$ cat config.mk
export PLATFORM = sky130hd
export DESIGN_NAME = trdy_retry_ctrl
export DESIGN_NICKNAME = d
export VERILOG_FILES = /design/src/rtl/trdy_retry_ctrl.sv
export SDC_FILE = /design/constraint.sdc
export NUM_CORES = 1
export LEC_CHECK = 0
export ABC_AREA = 1
export CORE_MARGIN = 10
export CORE_UTILIZATION = 58
export CTS_BUF_LIST = sky130_fd_sc_hd__clkbuf_4 sky130_fd_sc_hd__clkbuf_8
export CTS_CLUSTER_DIAMETER = 120
export CTS_CLUSTER_SIZE = 20
export DETAILED_ROUTE_END_ITERATION = 7
export MAX_ROUTING_LAYER = met4
export PLACE_DENSITY = 0.93
export SLEW_MARGIN = 20
export SYNTH_ARGS = -nofsm -noshare
export SYNTH_HDL_FRONTEND = slang
export SYNTH_SLANG_ARGS = --single-unit
$ cat constraint.sdc
create_clock -name clk -period 6 [get_ports clk]
set_clock_uncertainty 0.1 [all_clocks]
set_input_delay 1.2 -clock clk [delete_from_list [all_inputs] [get_ports clk]]
set_output_delay 1.2 -clock clk [all_outputs]
set_load 0.03 [all_outputs]
$ cat src/rtl/trdy_retry_ctrl.sv
module trdy_retry_ctrl #(
  parameter int CW = 8
) (
  input  logic          clk,
  input  logic          rst_n,
  input  logic          xfer_start,
  input  logic          xfer_is_read,
  input  logic          tgt_ready,
  input  logic          disc,
  input  logic          done,
  input  logic          drain_empty,
  input  logic [CW-1:0] trdy_limit,
  input  logic [CW-1:0] retry_limit,
  input  logic [CW-1:0] bypass_count,
  input  logic [1:0]    err_clr,
  output logic          reissue,
  output logic          abort,
  output logic          bus_err_rsp,
  output logic          irq,
  output logic          trdy_err,
  output logic          retry_err
);
  typedef enum logic [1:0] {S_IDLE = 2'd0, S_RUN = 2'd1, S_DRAIN = 2'd2} st_t;
  localparam logic [CW-1:0] ONE = {{(CW-1){1'b0}}, 1'b1};

  st_t           st;
  logic          rd_q, ph2_q;
  logic [CW-1:0] att_q, stall_q;

  wire [CW-1:0] lim1 = (retry_limit == '0) ? ONE : retry_limit;
  wire [CW-1:0] lim2 = (bypass_count == '0) ? ONE : bypass_count;
  wire [CW-1:0] lim  = ph2_q ? lim2 : lim1;
  wire more     = att_q < lim;
  wire run      = (st == S_RUN) && !done;
  wire ev_retry = run && disc && more;
  wire ev_drain = run && disc && !more && rd_q && !ph2_q;
  wire ev_rfail = run && disc && !more && !(rd_q && !ph2_q);
  wire ev_tmo   = run && !disc && !tgt_ready && (stall_q >= trdy_limit);
  wire ev_res   = (st == S_DRAIN) && drain_empty;
  wire ev_fail  = ev_rfail || ev_tmo;

  always_ff @(posedge clk) begin
    if (!rst_n) begin
      st          <= S_IDLE;
      rd_q        <= 1'b0;
      ph2_q       <= 1'b0;
      att_q       <= '0;
      stall_q     <= '0;
      reissue     <= 1'b0;
      abort       <= 1'b0;
      bus_err_rsp <= 1'b0;
      irq         <= 1'b0;
      trdy_err    <= 1'b0;
      retry_err   <= 1'b0;
    end else begin
      reissue     <= ev_retry || ev_res;
      abort       <= ev_fail;
      bus_err_rsp <= ev_fail && rd_q;
      irq         <= ev_fail;
      trdy_err    <= ev_tmo   || (trdy_err  && !err_clr[0]);
      retry_err   <= ev_rfail || (retry_err && !err_clr[1]);
      case (st)
        S_IDLE: if (xfer_start) begin
          st      <= S_RUN;
          rd_q    <= xfer_is_read;
          ph2_q   <= 1'b0;
          att_q   <= ONE;
          stall_q <= '0;
        end
        S_RUN: begin
          if (done || ev_fail) st <= S_IDLE;
          else if (ev_retry) begin
            att_q   <= att_q + ONE;
            stall_q <= '0;
          end else if (ev_drain) st <= S_DRAIN;
          else stall_q <= tgt_ready ? '0 : stall_q + ONE;
        end
        S_DRAIN: if (drain_empty) begin
          st      <= S_RUN;
          ph2_q   <= 1'b1;
          att_q   <= ONE;
          stall_q <= '0;
        end
        default: st <= S_IDLE;
      endcase
    end
  end
endmodule


# [Word-level counts from Yosys, hierarchy flattened]
# Cells that the tools add are included.
[op_classes] n_addsub=2 n_mul=0 div=0 order_cmp=2 n_eq_ne=9 shift=0 muxes=24 n_bitwise=0 reduce_logical=38
[op_table] operator="two-way mux 8 bit" count=13
[op_table] operator="case mux 8 bit (3 select lines)" count=2
[op_table] operator="adder 8 x 1 -> 8 bit (second input constant)" count=2
[op_table] operator="logical NOT 8 bit" count=2
[op_table] operator="logical AND 1 bit" count=15
[op_table] operator="two-way mux 2 bit" count=5
[op_table] operator="AND reduction 5 bit" count=2
[op_table] operator="greater-or-equal comparator 8 bit" count=1
[op_table] operator="logical NOT 1 bit" count=8
[op_table] operator="less-than comparator 8 bit" count=1
[op_table] operator="!= test 2 bit (second input constant)" count=4
[op_table] operator="!= test 3 x 2 -> 1 bit (second input constant)" count=2
[op_table] operator="case mux 2 bit (3 select lines)" count=1
[op_table] operator="logical OR 1 bit" count=5
[op_table] operator="AND reduction 4 bit" count=1
[op_table] operator="!= test 3 bit (second input constant)" count=1
[op_table] operator="AND reduction 3 bit" count=1
[op_table] operator="nonzero test 3 bit" count=1
[op_table] operator="equality test 2 x 1 -> 1 bit (second input constant)" count=1
[op_table] operator="equality test 2 bit (second input constant)" count=1
[op_table] operator="logical NOT 2 bit" count=1
[op_table] operator="two-way mux 1 bit" count=2
[op_table] operator="case mux 1 bit (2 select lines)" count=1
[op_table] operator="AND reduction 2 bit" count=1
[op_table] operator="nonzero test 2 bit" count=1
[totals] regBits=25 latch_bits=0 mem_bits_rw=0 mem_bits_ro=0 input_bits=34 elab_cells=85 memories=0

# [Logic depth before layout (Yosys ltp)]
# Gate-level depths: netlist of the first run.
[logic_depth] word_depth=12 depth_mapped=19 mapped_depth_nobuf=17

# [Least setup slack after synthesis of the first run]
# OpenSTA, ideal clock, no wires.
[synth_path] path_kind="input port to flip-flop" startpoint="input bypass_count[7]" endpoint="register stall_q[0]" setup_ns=0.115 arrival_ns=2.575 required_time_ns=5.785 setup_slack_ns=3.210 path_stages=14 cell_sequence="inv_1 -> nand2_1 -> o21ai_0 -> ha_1 -> a21oi_1 -> o21a_1 -> nand2_2 -> nand3_2 -> nand2_2 -> inv_2 -> nand3_4 -> buf_8 -> a21oi_1 -> nor2_1"
[synth_via] elab_chain_cells=11
[synth_rtl] element="start: declaration" line_no="14" rtl="input logic [CW-1:0] bypass_count,"
[synth_rtl] element="logical NOT 8 bit" line_no="31" rtl="wire [CW-1:0] lim2 = (bypass_count == '0) ? ONE : bypass_count;"
[synth_rtl] element="two-way mux 8 bit *" line_no="31"
[synth_rtl] element="two-way mux 8 bit *" line_no="32" rtl="wire [CW-1:0] lim = ph2_q ? lim2 : lim1;"
[synth_rtl] element="less-than comparator 8 bit *" line_no="33" rtl="wire more = att_q < lim;"
[synth_rtl] element="logical NOT 1 bit" line_no="36, 37"
[synth_rtl] element="logical AND 1 bit" line_no="36, 37"
[synth_rtl] element="logical AND 1 bit" line_no="37" rtl="wire ev_rfail = run && disc && !more && !(rd_q && !ph2_q);"
[synth_rtl] element="logical OR 1 bit" line_no="40" rtl="wire ev_fail = ev_rfail || ev_tmo;"
[synth_rtl] element="logical OR 1 bit" line_no="71" rtl="if (done || ev_fail) st <= S_IDLE;"
[synth_rtl] element="!= test 2 bit (no line)"
[synth_rtl] element="AND reduction 5 bit (no line)"
[synth_rtl] element="end signal: assignment" line_no="76" rtl="else stall_q <= tgt_ready ? '0 : stall_q + ONE;"
[synth_rtl] element="end: declaration" line_no="28" rtl="logic [CW-1:0] att_q, stall_q;"
# Every way passes the cells marked *; elsewhere a longest branch is shown, timed or not. The select of a mux whose other input is x is not followed.
# A chain may end at the register's enable or synchronous reset.

# [Worst setup path in the final report of the first run]
[layout_path] startpoint="input bypass_count[7]" endpoint="register stall_q[7]"
# The elaborated chain is that of the path after synthesis.

==> results of run 1 <==
## logic make-up (layout without fill, tap and decap cells)
kind of cell             count (synthesis)  after routing
adder cells (fa/ha/maj)                 17             17
flip-flops                              25             25
multiplexers                             5              5
buffers and inverters                   64            100
XOR/XNOR                                 6              6
AND/OR/NAND/NOR                        139            139
AO/OA/AOI/OAI                           39             39
## layout make-up
type	count	area [um2]
fillers	294	905.9
repair buffers	40	397.9
well taps	46	57.56
inverters	56	215.2
multi-input cells	206	1230
clock buffers	4	30.03
flip-flops and latches	25	500.5
## metrics by stage
step	worst slack, ns	utilization [%]	instances
floorplan	3.210	-	295
global placement	2.607	71.95	373
detailed placement	2.559	71.95	373
CTS	2.885	72.85	377
global route	2.679	72.85	377
finish	2.850	72.85	377
## cells in the mapped netlist
master	count	area share, %
inv_1	52	9.7
nand2_1	50	9.3
nor2_1	30	5.6
dfxtp_1	25	25
a21oi_1	22	5.5
nand3_1	20	5.0
ha_1	17	11
nor3_1	14	3.5
nand4_1	10	3.1
o21ai_0	10	2.5
mux2i_1	5	2.5
xor2_1	5	2.2
a21oi_2	3	1.3
inv_2	3	0.56
nand2_2	3	0.93
nor2_4	3	1.7
buf_4	2	0.75
buf_6	2	1.1
nand2_4	2	1.1
nand3_2	2	1.0
nand3_4	2	1.7
o21ai_2	2	0.87
buf_1	1	0.19
buf_2	1	0.25
buf_8	1	0.75
clkbuf_1	1	0.19
inv_6	1	0.44
nand3b_1	1	0.37
nor3_4	1	0.81
nor3b_1	1	0.37
o2111ai_1	1	0.44
o21a_1	1	0.37
xnor2_1	1	0.44
## power groups by stage
| stage | registers, mW | clock network (mW) | logic (mW) |
|---|---|---|---|
| 4_1_cts | 0.188 | 0.0848 | 0.132 |
| 5_1_grt | 0.189 | 0.0926 | 0.150 |
| 6_report | 0.188 | 0.0826 | 0.132 |
| 3_3_place_gp | 0.191 | 0 | 0.124 |
| 3_5_place_dp | 0.191 | 0 | 0.131 |
| 2_1_floorplan | 0.189 | 0 | 0.0893 |
## per-layer routing
metal / share of wire [%] / vias up / track usage, %
li1: - / 1026 / -
met1: 42 / 897 / 18.92
met2: 51 / 63 / 28.45
met3: 4.7 / 12 / 3.378
met4: 1.9 / 0 / 4.480
met5: 0 / - / -
## sequential cells by signal (all words and copies together), names as in the netlist
signal,flops
reissue,1
irq,1
trdy_err,1
retry_err,1
rd_q,1
bus_err_rsp,1
ph2_q,1
st,2
att_q,8
stall_q,8
## path summary, 6_finish.rpt
check,startpoint,end,cells past startpoint
worst min register to register,retry_err$_SDFF_PN0_,retry_err$_SDFF_PN0_,2
worst max register to register,ph2_q$_SDFFE_PN0P_,stall_q[7]$_SDFFE_PN0P_,15
worst min-delay path,retry_err$_SDFF_PN0_,retry_err$_SDFF_PN0_,2
worst max-delay path,bypass_count[7],stall_q[7]$_SDFFE_PN0P_,15
## critical path: stages
cell             delay (ns)
clkdlybuf4s50_1        0.45
inv_1                  0.05
nand2_1                0.05
o21ai_0                0.09
ha_1                   0.32
a21oi_1                0.15
o21a_1                 0.20
nand2_2                0.08
nand3_2                0.09
nand2_2                0.05
inv_2                  0.08
nand3_4                0.20
nand3_1                0.13
nand2_1                0.06
nor2_1                 0.11
==> run_results.csv, run 1 <==
group,metric,value,unit
yosys,synth-adder-area-share,10.58,%
drt,drt_iter0_drc,104,
power_and_ir_drop,power_density,165.7,nW/um2
power_and_ir_drop,switchingPower,0.1362,mW
drt,antenna_left,0,
setup_path,cp_max_fo,17,
setup_path,worstPathArrival,3.33,ns
layout,drive_above_1_share,8.157,%
global_route,antenna_found_initial,0,
die,rows,21,
yosys,yosys.area_share.xor_xnor,2.614,%
layout,mostFrequentLayoutCell,"inv_1",
layout,num_antenna_cells,0,
die,die_area,6222,um2
setup_path,path_class,"input pin to flip-flop",
layout,nets,383,
place,dpl_cell_area,2401,um2
drt,drcViolationCount,0,
yosys,yosysSeqAreaShare,24.89,%
power_and_ir_drop,cell_internal_pwr,0.2667,mW
sta,fin_crit_sh,52.51,%
yosys,synth_area,2011,um2
sta,max_freq,317.4,MHz
sta,maxSlewHeadroom,52.62,%
global_route,grt_start_max_net_pins,19,
yosys,synth_compound_area_share,10.95,%
clock_network,path_clk_slew,0.13,ns
status,status,"finished, final reports clean",
setup_path,endpoint_kind,"flip-flop",
sta,maxSlewViolCount,0,
die,core,3337,um2
drt,vias,1998,
clock_network,clock_latency,0.33,ns
die,die_x,78.88,um
yosys,synth_cell_types,33,
drt,first_pass_iters,4,
clock_network,cts_made_buffers,3,
sta,worstMarginPinSlew,0.7085,ns
yosys,syn_avg_cell_area,6.816,um2
die,initial_utilization,60.25,%
layout,final_cell_area,2431,um2
run,maxCapViolCount,0,
global_route,grt-ovfl-total,0,
layout,synthToLayoutAreaGrowth,20.91,%
sta,setup_viol,0,
place,place_hpwl,4078,um
power_and_ir_drop,seqPwrFrac,46.6,%
sta,hold_viol_final,0,
clock_network,post-cts-setup-buffers,0,
yosys,synth_nets,346,
power_and_ir_drop,irDropWorstVdd,0.09683,mV
drt,vias_per_cell,5.300,
clock_network,cts.hold.buffers_added,0,
setup_path,r2r_slack,3.45,ns
global_route,grt_pass1_vias,1847,
clock_network,ctsResizeCount,0,
yosys,postSynthCellCount,295,
sta,rsz0062_at_grt,"no",
global_route,grt_pass1_wl,8397,um
setup_path,cp.required,6.18,ns
clock_network,h-tree-depth,1,
layout,final_cell_mix,"inv_1, nand2_1, clkdlybuf4s50_1, nor2_1, dfxtp_1",
power_and_ir_drop,power_leakage,1.115,nW
clock_network,root_buffer,"clkbuf_4",
sta,tns,0,ns
place,gp_congestion,0.9041,
global_route,grtUsageTotal,16.48,%
die,die_y,78.88,um
yosys,synth_top_family_by_area,"simple AND/OR/NAND/NOR gates",
clock_network,clkSinkCount,25,
drt,detail_route.wl_per_cell,13.51,um
yosys,yosysWarnings,0,
hold_path,min_path_type,"flip-flop to flip-flop",
clock_network,cts_max_path_buffers,2,
yosys,synth_simple_gate_area_share,34.54,%
drt,wl,5094,um
setup_path,startpoint_type,"input pin",
yosys,synth_mux_area_share,2.489,%
clock_network,cts_tree,"done",
sta,hold_slack,0.3853,ns
power_and_ir_drop,sw_frac_of_total,33.80,%
power_and_ir_drop,combPwrFrac,32.9,%
power_and_ir_drop,total_power,0.4029,mW
power_and_ir_drop,clkPwrFrac,20.5,%
place,io_buffers,39,
sta,min_period,3.150,ns
yosys,ys_ff_latch,25,
die,io_pins,40,
Note: power is estimated with default switching activity, not from simulation.
==> run 2, diff against run 1 <==
- CORE_UTILIZATION: 58 -> 48
- PLACE_DENSITY: 0.93 -> 0.83
- clock period: 6 -> 2.5 ns (I/O delays scaled with it)
==> run_results.csv, run 2 (synthesis results as in run 1) <==
group,metric,value,unit
status,status,"finished, final reports clean",
die,io_pins,40,
die,rows,23,
drt,vias,2092,
sta,fin_crit_sh,97.19,%
global_route,grt.met2_usage,22.31,%
setup_path,crit_path_max_incr_delay,0.47,ns
power_and_ir_drop,switchingPower,0.3661,mW
layout,final_cell_area,2775,um2
die,die_y,84.72,um
global_route,grt_start_max_net_pins,18,
global_route,met1_usage,14.48,%
clock_network,clock_latency,0.28,ns
clock_network,h-tree-depth,1,
drt,antenna_left,0,
layout,stdcell_count,403,
hold_path,min_path_type,"flip-flop to flip-flop",
sta,max_freq,411.6,MHz
sta,tns,0,ns
die,die_area,7177,um2
sta,worstMarginPinSlew,0.3530,ns
run,maxCapViolCount,0,
setup_path,worstPathArrival,2.51,ns
clock_network,path_clk_slew,0.09,ns
global_route,grt-ovfl-total,0,
power_and_ir_drop,power_density,394.7,nW/um2
layout,reg_top3,"att_q (8), stall_q (8), st (2)",
clock_network,cts_tree,"done",
die,initial_utilization,49.91,%
setup_path,cp.required,2.58,ns
sta,hold_viol_final,0,
sta,min_period,2.430,ns
place,dpl.cell_count,387,
layout,drive_above_1_share,19.83,%
clock_network,cts_made_buffers,3,
power_and_ir_drop,combPwrFrac,35.0,%
die,die_x,84.72,um
global_route,grt_pass1_wl,7907,um
place,gp_congestion,0.8670,
layout,mostFrequentLayoutCell,"inv_1",
power_and_ir_drop,total_power,1.095,mW
setup_path,r2r_slack,0.21,ns
drt,detail_route.wl_per_cell,13.43,um
drt,first_pass_iters,4,
power_and_ir_drop,cell_internal_pwr,0.7293,mW
layout,final_cell_mix,"inv_1, nand2_1, clkdlybuf4s50_1, nor2_1, dfxtp_1",
global_route,grt_pass1_vias,1896,
power_and_ir_drop,seqPwrFrac,41.3,%
sta,maxSlewViolCount,0,
setup_path,endpoint_kind,"flip-flop",
drt,drt_iter0_drc,154,
setup_path,startpoint_type,"input pin",
drt,vias_per_cell,5.191,
setup_path,cpLargestDelayFamily,"simple AND/OR/NAND/NOR gates",
power_and_ir_drop,clkPwrFrac,23.7,%
place,place_hpwl,3764,um
drt,drcViolationCount,0,
power_and_ir_drop,power_leakage,1.243,nW
power_and_ir_drop,sw_frac_of_total,33.42,%
global_route,busiest_layer,"met2",
setup_path,crit_chain,"clkdlybuf4s50_1 -> inv_2 -> ha_4 -> nand2_2 -> nor2_4 -> nand4_1 -> o2111ai_2 -> nand4_1 -> nand2_2 -> inv_4 -> nand3_4 -> nand3_1 -> nand2_1 -> nor2_1",
sta,rsz0062_at_grt,"yes",
clock_network,root_buffer,"clkbuf_8",
clock_network,clkSinkCount,25,
setup_path,path_buf_inv,3,
clock_network,cts.hold.buffers_added,0,
layout,fillCellCount,309,
die,core,4029,um2
power_and_ir_drop,irDropWorstVdd,0.2101,mV
sta,setup_viol,0,
clock_network,cts_max_path_buffers,2,
place,io_buffers,39,
place,dpl_cell_area,2481,um2
setup_path,path_class,"input pin to flip-flop",
layout,synthToLayoutAreaGrowth,38.02,%
global_route,antenna_found_initial,0,
drt,wl,5413,um
global_route,grtUsageMet3,3.575,%
sta,maxSlewHeadroom,76.41,%
setup_path,crit_path_top_delay_cell,"clkdlybuf4s50_1",
layout,num_antenna_cells,0,
layout,nets,405,
setup_path,cp_max_fo,8,
global_route,grtUsageTotal,13.16,%
## run 2: final timing paths
check	from	end	depth (start not counted)
setup / recovery	trdy_limit[5]	stall_q[4]$_SDFFE_PN0P_	14
hold / removal	retry_err$_SDFF_PN0_	retry_err$_SDFF_PN0_	2
setup reg to reg	ph2_q$_SDFFE_PN0P_	att_q[5]$_SDFFE_PN0P_	16
hold reg to reg	retry_err$_SDFF_PN0_	retry_err$_SDFF_PN0_	2
## run 2: stage by stage
| stage | setup WS [ns] | hold slack, ns | utilization [%] |
|---|---|---|---|
| after floorplan | 0.4095 | 0.3441 | - |
| after global placement | -0.1618 | 0.3550 | 61.58 |
| after detailed placement | -0.2358 | 0.3639 | 61.58 |
| after CTS | 0.06795 | 0.3762 | 62.80 |
| after global routing | -0.07089 | 0.3954 | 68.88 |
| final | 0.07034 | 0.3715 | 68.88 |
## run 2: layer usage
layer  part of all wire (%)  routed length [um]
met1                     41                2215
met2                     52                2820
met3                    6.1                 328
met4                   0.89                  48
met5                      0                   0
## run 2: worst register-to-register path: cells and delay by family (launching register included)
kind / cells / cell delay, ns
fa+ha+maj: 1 / 0.31
flops: 1 / 0.40
buf+inv: 3 / 0.28
simple gates: 10 / 0.92
compound gates: 2 / 0.22
## run 2: power groups by stage
stage | combinational, mW | sequential, mW | clock [mW]
after floorplan | 0.214 | 0.454 | 0
after global placement | 0.306 | 0.458 | 0
after detailed placement | 0.315 | 0.459 | 0
after CTS | 0.316 | 0.450 | 0.265
after global routing | 0.431 | 0.457 | 0.277
final | 0.384 | 0.452 | 0.259
## run 2: area by class of cell
class,count,area [um2],share of cell area [%]
flip-flops and latches,25,500.5,18.03
well taps,50,62.56,2.254
repair buffers,60,554.3,19.97
inverters,56,217.7,7.845
multi-input cells,208,1391,50.14
clock buffers,4,48.80,1.758
## run 2: timing repair
action / 4_1_cts / 5_1_grt
endpoints found under the setup margin: 0 / 16
setup buffers: 0 / 10
gates resized for setup: 0 / 36
==> run 3, diff against run 2 <==
- CORE_UTILIZATION: 48 -> 47
- CTS_BUF_LIST: sky130_fd_sc_hd__clkbuf_4 sky130_fd_sc_hd__clkbuf_8 -> sky130_fd_sc_hd__clkbuf_16
- PLACE_DENSITY: 0.83 -> 0.82
==> run_results.csv, run 3 (synthesis results as in run 1) <==
group,metric,value,unit
status,status,"finished, final reports clean",
layout,stdcell_count,405,
clock_network,root_buffer,"clkbuf_16",
clock_network,path_clk_slew,0.07,ns
setup_path,r2r-start,"ph2_q$_SDFFE_PN0P_",
setup_path,r2r_cells,13,
global_route,met1_usage,15.23,%
die,die_area,7294,um2
layout,nets,407,
global_route,busiest_layer,"met2",
sta,maxSlewHeadroom,72.45,%
setup_path,r2r_slack,0.17,ns
layout,reg_top3,"att_q (8), stall_q (8), st (2)",
layout,final_cell_mix,"inv_1, nand2_1, clkdlybuf4s50_1, nor2_1, dfxtp_1",
setup_path,endpoint_kind,"flip-flop",
drt,wl,6146,um
sta,hold_viol_final,0,
clock_network,cts_made_buffers,3,
die,io_pins,40,
setup_path,cp_max_fo,8,
hold_path,hp-start,"trdy_err$_SDFF_PN0_",
global_route,grt.met2_usage,21.73,%
setup_path,worstPathArrival,2.55,ns
place,dpl.cell_count,387,
global_route,grt-ovfl-total,0,
global_route,grt_pass1_wl,7976,um
hold_path,min_path_type,"flip-flop to flip-flop",
place,gp_congestion,0.8357,
power_and_ir_drop,power_leakage,1.326,nW
sta,max_freq,400.4,MHz
sta,fin_crit_sh,99.91,%
die,initial_utilization,49.55,%
drt,vias_per_cell,5.560,
power_and_ir_drop,power_density,422.0,nW/um2
layout,drive_above_1_share,24.51,%
layout,num_antenna_cells,0,
sta,fin_ws,0.002221,ns
drt,drt_iter0_drc,262,
drt,first_pass_iters,6,
setup_path,path_class,"input pin to flip-flop",
clock_network,h-tree-depth,1,
clock_network,cts.hold.buffers_added,0,
die,core,4058,um2
sta,min_period,2.498,ns
clock_network,cts_tree,"done",
sta,worstMarginPinSlew,0.4122,ns
die,die_y,85.41,um
sta,tns,0,ns
layout,synthToLayoutAreaGrowth,42.94,%
setup_path,cp.required,2.56,ns
place,place_ws,-0.1916,ns
drt,drcViolationCount,0,
sta,maxSlewViolCount,0,
layout,final_cell_area,2874,um2
place,place_hpwl,3726,um
power_and_ir_drop,irDropWorstVdd,0.3174,mV
die,die_x,85.41,um
clock_network,clock_latency,0.26,ns
run,maxCapViolCount,0,
global_route,grt_pass1_vias,1861,
place,dpl_cell_area,2481,um2
drt,antenna_left,0,
die,rows,23,
hold_path,hold-path-cell-count,2,
drt,vias,2252,
drt,detail_route.wl_per_cell,15.18,um
clock_network,cts_max_path_buffers,2,
clock_network,clkSinkCount,25,
place,io_buffers,39,
layout,final_util,70.83,%
sta,setup_viol,0,
setup_path,startpoint_type,"input pin",
setup_path,r2r_end,"stall_q[5]$_SDFFE_PN0P_",
global_route,grtUsageTotal,12.83,%
sta,rsz0062_at_grt,"yes",
layout,mostFrequentLayoutCell,"inv_1",
global_route,grtUsageMet3,2.868,%
global_route,antenna_found_initial,0,
global_route,grt_start_max_net_pins,18,
hold_path,whs_endpoint,"trdy_err$_SDFF_PN0_",
[run 3: changes by cell type in the layout (fill, tap and decap cells not counted), moves of 3 or more]
cell	change
dlymetal6s2s_1	+6
nor2_2	+3
clkbuf_8	-3
clkbuf_16	+3
inv_2	+4
inv_1	-4
a21oi_2	+6
clkdlybuf4s50_1	-6
a21oi_1	-6
[run 3: stage by stage]
step / hold WS (ns) / total power, mW
after floorplan: 0.3441 / 0.6679
after global placement: 0.3530 / 0.7640
after detailed placement: 0.3704 / 0.7716
after CTS: 0.3798 / 1.125
after global routing: 0.3984 / 1.282
final: 0.3709 / 1.213
[run 3: per-layer routing]
layer	vias to the layer above	routed length (um)
li1	1083	-
met1	1030	2372
met2	119	3197
met3	20	444
met4	0	131
met5	-	0
[run 3: worst max-delay path by stage]
stage                               start                      end
final                       trdy_limit[4]  stall_q[5]$_SDFFE_PN0P_
after global routing        trdy_limit[3]  stall_q[5]$_SDFFE_PN0P_
after CTS                 bypass_count[7]    att_q[2]$_SDFFE_PN0P_
after floorplan           bypass_count[7]  stall_q[0]$_SDFFE_PN0P_
after global placement    bypass_count[7]  stall_q[1]$_SDFFE_PN0P_
after detailed placement  bypass_count[7]  stall_q[0]$_SDFFE_PN0P_
[run 3: power by group]
group / internal [mW] / switching, mW / total [mW]
logic: 0.180 / 0.225 / 0.405
registers: 0.426 / 0.0281 / 0.454
clock network: 0.215 / 0.139 / 0.354
[run 3: area by class of cell]
cell class              instances  area [um2]
fillers                       289        1184
clock buffers                   3       75.07
multi-input cells             209        1436
well taps                      50       62.56
inverters                      56       217.7
clock inverters                 1       5.005
flip-flops and latches         25       500.5
repair buffers                 61       576.8
[run 3: critical path, cell delays in order]
cell	delay (ns)
clkdlybuf4s50_1	0.47
inv_1	0.05
ha_1	0.28
nand2_1	0.07
nor2_2	0.13
nand4_1	0.12
o2111ai_2	0.09
nand4_1	0.25
nand2_2	0.16
inv_4	0.07
nand3_4	0.12
nand3_1	0.12
nand2_1	0.09
nor2_1	0.04
[run 3: timing repair]
action / CTS / global route
setup endpoints to repair: 0 / 16
gates resized for setup: 0 / 55
buffers inserted: 0 / 11
